$ cat config.mk
export PLATFORM = sky130hd
export DESIGN_NAME = supply_fll
export DESIGN_NICKNAME = d
export VERILOG_FILES = /design/src/rtl/supply_fll_pkg.sv /design/src/rtl/sfll_edge_sync.sv /design/src/rtl/sfll_win_counter.sv /design/src/rtl/sfll_step_ctrl.sv /design/src/rtl/sfll_lock_det.sv /design/src/rtl/supply_fll.sv
export SDC_FILE = /design/constraint.sdc
export NUM_CORES = 1
export LEC_CHECK = 0
export ABC_AREA = 0
export BUFFER_PORTS_ARGS = -buffer_cell sky130_fd_sc_hd__buf_4
export CORE_MARGIN = 8
export CORE_UTILIZATION = 60
export CTS_CLUSTER_SIZE = 24
export DETAILED_ROUTE_END_ITERATION = 10
export PLACE_DENSITY = 0.82
export SYNTH_ARGS = -nofsm -noshare
export SYNTH_HDL_FRONTEND = slang
export SYNTH_SLANG_ARGS = --single-unit
$ cat constraint.sdc
create_clock -name clk_i -period 9.6 [get_ports clk_i]
set_input_delay 1.44 -clock clk_i [delete_from_list [all_inputs] [get_ports clk_i]]
set_output_delay 1.44 -clock clk_i [all_outputs]
set_load 0.02 [all_outputs]
$ cat src/rtl/supply_fll_pkg.sv
package supply_fll_pkg;
  typedef enum logic [1:0] {
    STEP_NONE = 2'd0,
    STEP_UP   = 2'd1,
    STEP_DN   = 2'd2
  } step_e;
endpackage

$ cat src/rtl/sfll_edge_sync.sv
module sfll_edge_sync (
  input  logic clk_i,
  input  logic rst_ni,
  input  logic async_i,
  output logic rise_o
);
  logic meta_q, sync_q, prev_q;

  always_ff @(posedge clk_i or negedge rst_ni) begin
    if (!rst_ni) begin
      meta_q <= 1'b0;
      sync_q <= 1'b0;
      prev_q <= 1'b0;
    end else begin
      meta_q <= async_i;
      sync_q <= meta_q;
      prev_q <= sync_q;
    end
  end

  assign rise_o = sync_q & ~prev_q;
endmodule

$ cat src/rtl/sfll_win_counter.sv
module sfll_win_counter #(
  parameter int unsigned CNT_W = 16,
  parameter int unsigned WIN_W = 16,
  parameter int unsigned DIV_W = 8
) (
  input  logic             clk_i,
  input  logic             rst_ni,
  input  logic             en_i,
  input  logic             rise_i,
  input  logic [DIV_W-1:0] div_n_i,
  input  logic [WIN_W-1:0] win_len_i,
  output logic             done_o,
  output logic [CNT_W-1:0] cnt_o
);
  logic [DIV_W-1:0] pre_q, div_eff;
  logic [DIV_W:0]   pre_nx;
  logic [WIN_W-1:0] wcnt_q, win_eff, win_last;
  logic [CNT_W-1:0] cnt_q;
  logic             tick;

  assign div_eff  = (div_n_i == '0) ? DIV_W'(1) : div_n_i;
  assign pre_nx   = {1'b0, pre_q} + (DIV_W+1)'(1);
  assign tick     = en_i & rise_i & (pre_nx >= {1'b0, div_eff});

  assign win_eff  = (win_len_i == '0) ? WIN_W'(1) : win_len_i;
  assign win_last = win_eff - WIN_W'(1);
  assign done_o   = en_i & (wcnt_q >= win_last);

  // final count includes the tick landing on the last cycle
  assign cnt_o = (tick && cnt_q != '1) ? cnt_q + CNT_W'(1) : cnt_q;

  always_ff @(posedge clk_i or negedge rst_ni) begin
    if (!rst_ni) begin
      pre_q <= '0;
    end else if (!en_i) begin
      pre_q <= '0;
    end else if (rise_i) begin
      pre_q <= tick ? '0 : pre_nx[DIV_W-1:0];
    end
  end

  always_ff @(posedge clk_i or negedge rst_ni) begin
    if (!rst_ni) begin
      wcnt_q <= '0;
      cnt_q  <= '0;
    end else if (!en_i || done_o) begin
      wcnt_q <= '0;
      cnt_q  <= '0;
    end else begin
      wcnt_q <= wcnt_q + WIN_W'(1);
      cnt_q  <= cnt_o;
    end
  end
endmodule

$ cat src/rtl/sfll_step_ctrl.sv
module sfll_step_ctrl
  import supply_fll_pkg::*;
#(
  parameter int unsigned CNT_W     = 16,
  parameter int unsigned CODE_W    = 8,
  parameter int unsigned DB_W      = 4,
  parameter int unsigned INIT_CODE = 128
) (
  input  logic              clk_i,
  input  logic              rst_ni,
  input  logic              done_i,
  input  logic [CNT_W-1:0]  cnt_i,
  input  logic [CNT_W-1:0]  tgt_i,
  input  logic [DB_W-1:0]   db_i,
  input  logic [CODE_W-1:0] min_i,
  input  logic [CODE_W-1:0] max_i,
  output step_e             dir_o,
  output logic [CODE_W-1:0] code_o
);
  localparam int unsigned EW = CNT_W + 1;

  logic [EW-1:0]     cnt_x, tgt_x, db_x;
  logic [CODE_W-1:0] code_q, code_d;

  assign cnt_x = {1'b0, cnt_i};
  assign tgt_x = {1'b0, tgt_i};
  assign db_x  = EW'(db_i);

  always_comb begin
    if (cnt_x + db_x < tgt_x)      dir_o = STEP_UP;
    else if (cnt_x > tgt_x + db_x) dir_o = STEP_DN;
    else                           dir_o = STEP_NONE;
  end

  // a step at or beyond a limit is dropped, never clamped
  always_comb begin
    code_d = code_q;
    if (done_i) begin
      if (dir_o == STEP_UP && code_q < max_i)      code_d = code_q + CODE_W'(1);
      else if (dir_o == STEP_DN && code_q > min_i) code_d = code_q - CODE_W'(1);
    end
  end

  always_ff @(posedge clk_i or negedge rst_ni) begin
    if (!rst_ni) code_q <= CODE_W'(INIT_CODE);
    else         code_q <= code_d;
  end

  assign code_o = code_q;
endmodule

$ cat src/rtl/sfll_lock_det.sv
module sfll_lock_det
  import supply_fll_pkg::*;
#(
  parameter int unsigned LOCK_W = 6
) (
  input  logic              clk_i,
  input  logic              rst_ni,
  input  logic              en_i,
  input  logic              done_i,
  input  step_e             dir_i,
  input  logic [LOCK_W-1:0] lock_len_i,
  output logic              lock_o
);
  logic [LOCK_W-1:0] settle_q, need;
  step_e             last_q;
  logic              settled;

  assign settled = (dir_i == STEP_NONE) || (dir_i != last_q);
  assign need    = (lock_len_i == '0) ? LOCK_W'(1) : lock_len_i;
  assign lock_o  = (settle_q >= need);

  always_ff @(posedge clk_i or negedge rst_ni) begin
    if (!rst_ni) begin
      settle_q <= '0;
      last_q   <= STEP_NONE;
    end else if (!en_i) begin
      settle_q <= '0;
      last_q   <= STEP_NONE;
    end else if (done_i) begin
      if (!settled)             settle_q <= '0;
      else if (settle_q != '1)  settle_q <= settle_q + LOCK_W'(1);
      if (dir_i != STEP_NONE)   last_q <= dir_i;
    end
  end
endmodule

$ cat src/rtl/supply_fll.sv
module supply_fll
  import supply_fll_pkg::*;
#(
  parameter int unsigned CODE_W    = 8,
  parameter int unsigned CNT_W     = 16,
  parameter int unsigned WIN_W     = 16,
  parameter int unsigned DIV_W     = 8,
  parameter int unsigned DB_W      = 4,
  parameter int unsigned LOCK_W    = 6,
  parameter int unsigned INIT_CODE = 128
) (
  input  logic              clk_i,
  input  logic              rst_ni,
  input  logic              en_i,
  input  logic              osc_i,
  input  logic [DIV_W-1:0]  div_n_i,
  input  logic [WIN_W-1:0]  win_len_i,
  input  logic [CNT_W-1:0]  tgt_cnt_i,
  input  logic [DB_W-1:0]   deadband_i,
  input  logic [CODE_W-1:0] code_min_i,
  input  logic [CODE_W-1:0] code_max_i,
  input  logic [LOCK_W-1:0] lock_len_i,
  output logic [CODE_W-1:0] code_o,
  output logic              lock_o
);
  logic             osc_rise, win_done;
  logic [CNT_W-1:0] win_cnt;
  step_e            step_dir;

  sfll_edge_sync u_sync (
    .clk_i  (clk_i),
    .rst_ni (rst_ni),
    .async_i(osc_i),
    .rise_o (osc_rise)
  );

  sfll_win_counter #(.CNT_W(CNT_W), .WIN_W(WIN_W), .DIV_W(DIV_W)) u_cnt (
    .clk_i    (clk_i),
    .rst_ni   (rst_ni),
    .en_i     (en_i),
    .rise_i   (osc_rise),
    .div_n_i  (div_n_i),
    .win_len_i(win_len_i),
    .done_o   (win_done),
    .cnt_o    (win_cnt)
  );

  sfll_step_ctrl #(
    .CNT_W(CNT_W), .CODE_W(CODE_W), .DB_W(DB_W), .INIT_CODE(INIT_CODE)
  ) u_step (
    .clk_i (clk_i),
    .rst_ni(rst_ni),
    .done_i(win_done),
    .cnt_i (win_cnt),
    .tgt_i (tgt_cnt_i),
    .db_i  (deadband_i),
    .min_i (code_min_i),
    .max_i (code_max_i),
    .dir_o (step_dir),
    .code_o(code_o)
  );

  sfll_lock_det #(.LOCK_W(LOCK_W)) u_lock (
    .clk_i     (clk_i),
    .rst_ni    (rst_ni),
    .en_i      (en_i),
    .done_i    (win_done),
    .dir_i     (step_dir),
    .lock_len_i(lock_len_i),
    .lock_o    (lock_o)
  );
endmodule

==> impl_metrics.tcl <==
set metrics [dict create \
    critPathLaunchType "input port" \
    max_stage_delay_ns 0.42 \
    drc 0 \
    setup-tns-final_ns 0 \
    cp.depth 32 \
    synth.largest_area_cell "dfrtp_1" \
    status "finished clean" \
    p_leak_nw 3.579 \
    tightest_slew_ns 1.131 \
    antenna_left 0 \
    routed_wl_um 14590 \
    hold-path-endpoint "u_sync.sync_q" \
    synth_area_um2 6032 \
    clkLatencyLatePin_ns 0.35 \
    cp_max_fo 12 \
    post-route-util 0.7106 \
    num_vias 5301 \
    drtPass1Iterations 5 \
    cts_resized 0 \
    crit_start "div_n_i[6]" \
    seq_area_frac_synth 0.2450 \
    hold_start "u_sync.meta_q" \
    yosysWarnings 0 \
    io_pins 79 \
    root_buffer "clkbuf_8" \
    worstHoldPathCells 0 \
    clk_pin_slew_ns 0.08 \
    dieWidth_um 116.3 \
    dr_wl_met2_um 7065 \
    cts.sinks 59 \
    reg2reg_from "u_cnt.pre_q[0]" \
    grt_antenna_before_repair 0 \
    top_layer "met4" \
    skew_ns 0.006079 \
    nNetsFinal 934 \
    drt_first_iter_violations 286 \
    vias_per_cell 5.838 \
    synth.most_common_cell "ha_1" \
    ff2ff_setup_slack_ns 1.56 \
    ctsHoldBuffers 0 \
    dieArea_um2 13520 \
    place_inst 892 \
    synth_commonest_cells "ha_1 (91), nor2_1 (64), inv_1 (62), dfrtp_1 (58), xnor2_1 (50)" \
    rsz0062_at_grt "no" \
    endpoint_kind "register" \
    area_growth_pct 15.14 \
    ctsHtreeMaxLevel 3 \
    slew_headroom 0.2442 \
    drt-met1-wl_um 6528 \
    critPathBufInv 2 \
    grt_pass1_wl_um 24710 \
    cts-buffers-inserted 9 \
    yosys.area.top_type_share 0.2406 \
    wl_per_cell_um 16.07 \
    hold_violations 0 \
    start_util 0.6171 \
    gr-usage-all-layers 0.2270 \
    grt_pass1_vias 5406 \
    finalCritPeriodShare 0.8755 \
    slew_viol_final 0 \
    crit_arrival_ns 8.69 \
    critPathKind "in -> reg" \
    grt_max_degree 60 \
    synthDistinctLibCells 84 \
    crit_slowest_cell "fa_1" \
    port_buffers 78 \
    fin_crit_ns 8.405 \
    postCtsSetupRepairBufs 0 \
    ir_worst_vdd_mv 0.05965 \
    wl_met3_um 701 \
    n_fill_cell 791 \
    dpl.hpwl_um 11900 \
    coreArea_um2 9774 \
    overflow 0 \
    finalNonFillerCells 908 \
    synthArstFlopShare 1.000 \
    setup_viol 0 \
    netlist_top_cells_area "dfrtp_1 (24%), ha_1 (19%), xnor2_1 (7.3%), nor2_1 (4.0%), inv_1 (3.9%)" \
    syn_inst 689 \
    powerDensity_nw_per_um2 91.18 \
    reg2reg_depth 32 \
    rows 36 \
    ys_ff_latch 59 \
    syn_area_per_cell_um2 8.755 \
    antenna_cells 0 \
    synth_ff_type "dfrtp_1" \
    gp_congestion 0.9208 \
    maxCapViolCount 0 \
    hp-class "reg -> reg" \
    critPathTopFamily "compound AO/OA/AOI/OAI gates" \
    r2r-end "u_step.code_o[7]" \
    clockBufferDepth 2 \
    cts_tree "done" \
    synth_edf_count 0 \
    fmax_ghz 0.1190 \
    drive_above_1_share 0.1690 \
    dieHeight_um 116.3 \
    required_ns 9.88 \
    syn_nets 853 \
]
[metrics by stage]
step,setup slack (ns),hold WS (ns),power [mW],area [µm²]
3_5_place_dp,0.9524,0.3536,0.4054,6745
6_report,1.195,0.3812,0.6333,6945
5_1_grt,0.5623,0.3959,0.6652,6945
3_3_place_gp,1.413,0.3514,0.3981,6745
2_1_floorplan,2.081,0.3312,0.3479,6032
4_1_cts,1.258,0.3837,0.6371,6945
[worst register-to-register path: cells and delay by family (launching register included)]
family	cells	cell delay, ns
compound gates	13	3.27
fa+ha+maj	6	1.75
simple gates	8	1.61
xor+xnor	4	0.82
flops	1	0.44
buf+inv	1	0.09
[registers in the layout, indices dropped and copies added, names as in the netlist]
register,cells
u_cnt.cnt_q,16
u_cnt.wcnt_q,16
u_cnt.pre_q,8
u_step.code_o,8
u_lock.settle_q,6
u_lock.last_q,2
u_sync.meta_q,1
u_sync.prev_q,1
u_sync.sync_q,1
[how the worst max path moves through the flow]
stage,endpoint
after floorplan,u_step.code_o[3]
after global placement,u_step.code_o[3]
after detailed placement,u_step.code_o[7]
after CTS,u_step.code_o[7]
after global routing,u_step.code_o[7]
final,u_step.code_o[7]
[layout by cell type (no fill, tap or decap), drive strengths merged, types with 4 or more instances in the layout]
cell type / netlist / layout
nand2: 45 / 45
a21o: 21 / 21
a22o: 9 / 9
buf: 3 / 78
nand3: 29 / 29
ha: 91 / 91
nand2b: 10 / 10
nor2: 66 / 66
clkbuf: 5 / 9
and4: 6 / 6
nor3: 17 / 17
a21oi: 36 / 36
mux2i: 4 / 4
a31oi: 4 / 4
o21ai: 26 / 26
inv: 62 / 64
mux2: 5 / 5
a2111oi: 4 / 4
nor2b: 12 / 12
xnor2: 51 / 51
xor2: 26 / 26
dfrtp: 58 / 58
nor4: 12 / 12
nand4: 15 / 15
o2111ai: 6 / 6
and3: 16 / 16
[routing by layer]
layer  up-vias  GRT usage
met5         -          0
met4         0    0.08384
met3        28    0.03930
met2       129     0.3864
met1      2511     0.2815
li1       2633          -
[logic make-up after synthesis]
group | Yosys count | share of synthesized area
simple gates | 243 | 0.2149
compound gates | 137 | 0.1655
fa+ha+maj | 94 | 0.1987
xor+xnor | 77 | 0.1130
buf+inv | 70 | 0.04501
flops | 59 | 0.2450
mux | 9 | 0.01784
[layout make-up]
type                    instances  area [µm²]  area share
multi-input cells             560        4283      0.6166
flip-flops and latches         59        1478      0.2128
repair buffers                 78       585.6     0.08431
inverters                      62       232.7     0.03351
well taps                     133       166.4     0.02396
clock buffers                   9       123.9     0.01783
clock inverters                 7       76.32     0.01099
[power by group]
| part | internal (mW) | total, mW | switching [mW] |
|---|---|---|---|
| registers | 0.254 | 0.264 | 0.00992 |
| logic | 0.0663 | 0.136 | 0.0697 |
| clock network | 0.121 | 0.233 | 0.112 |
(Power assumes the default switching activity.)
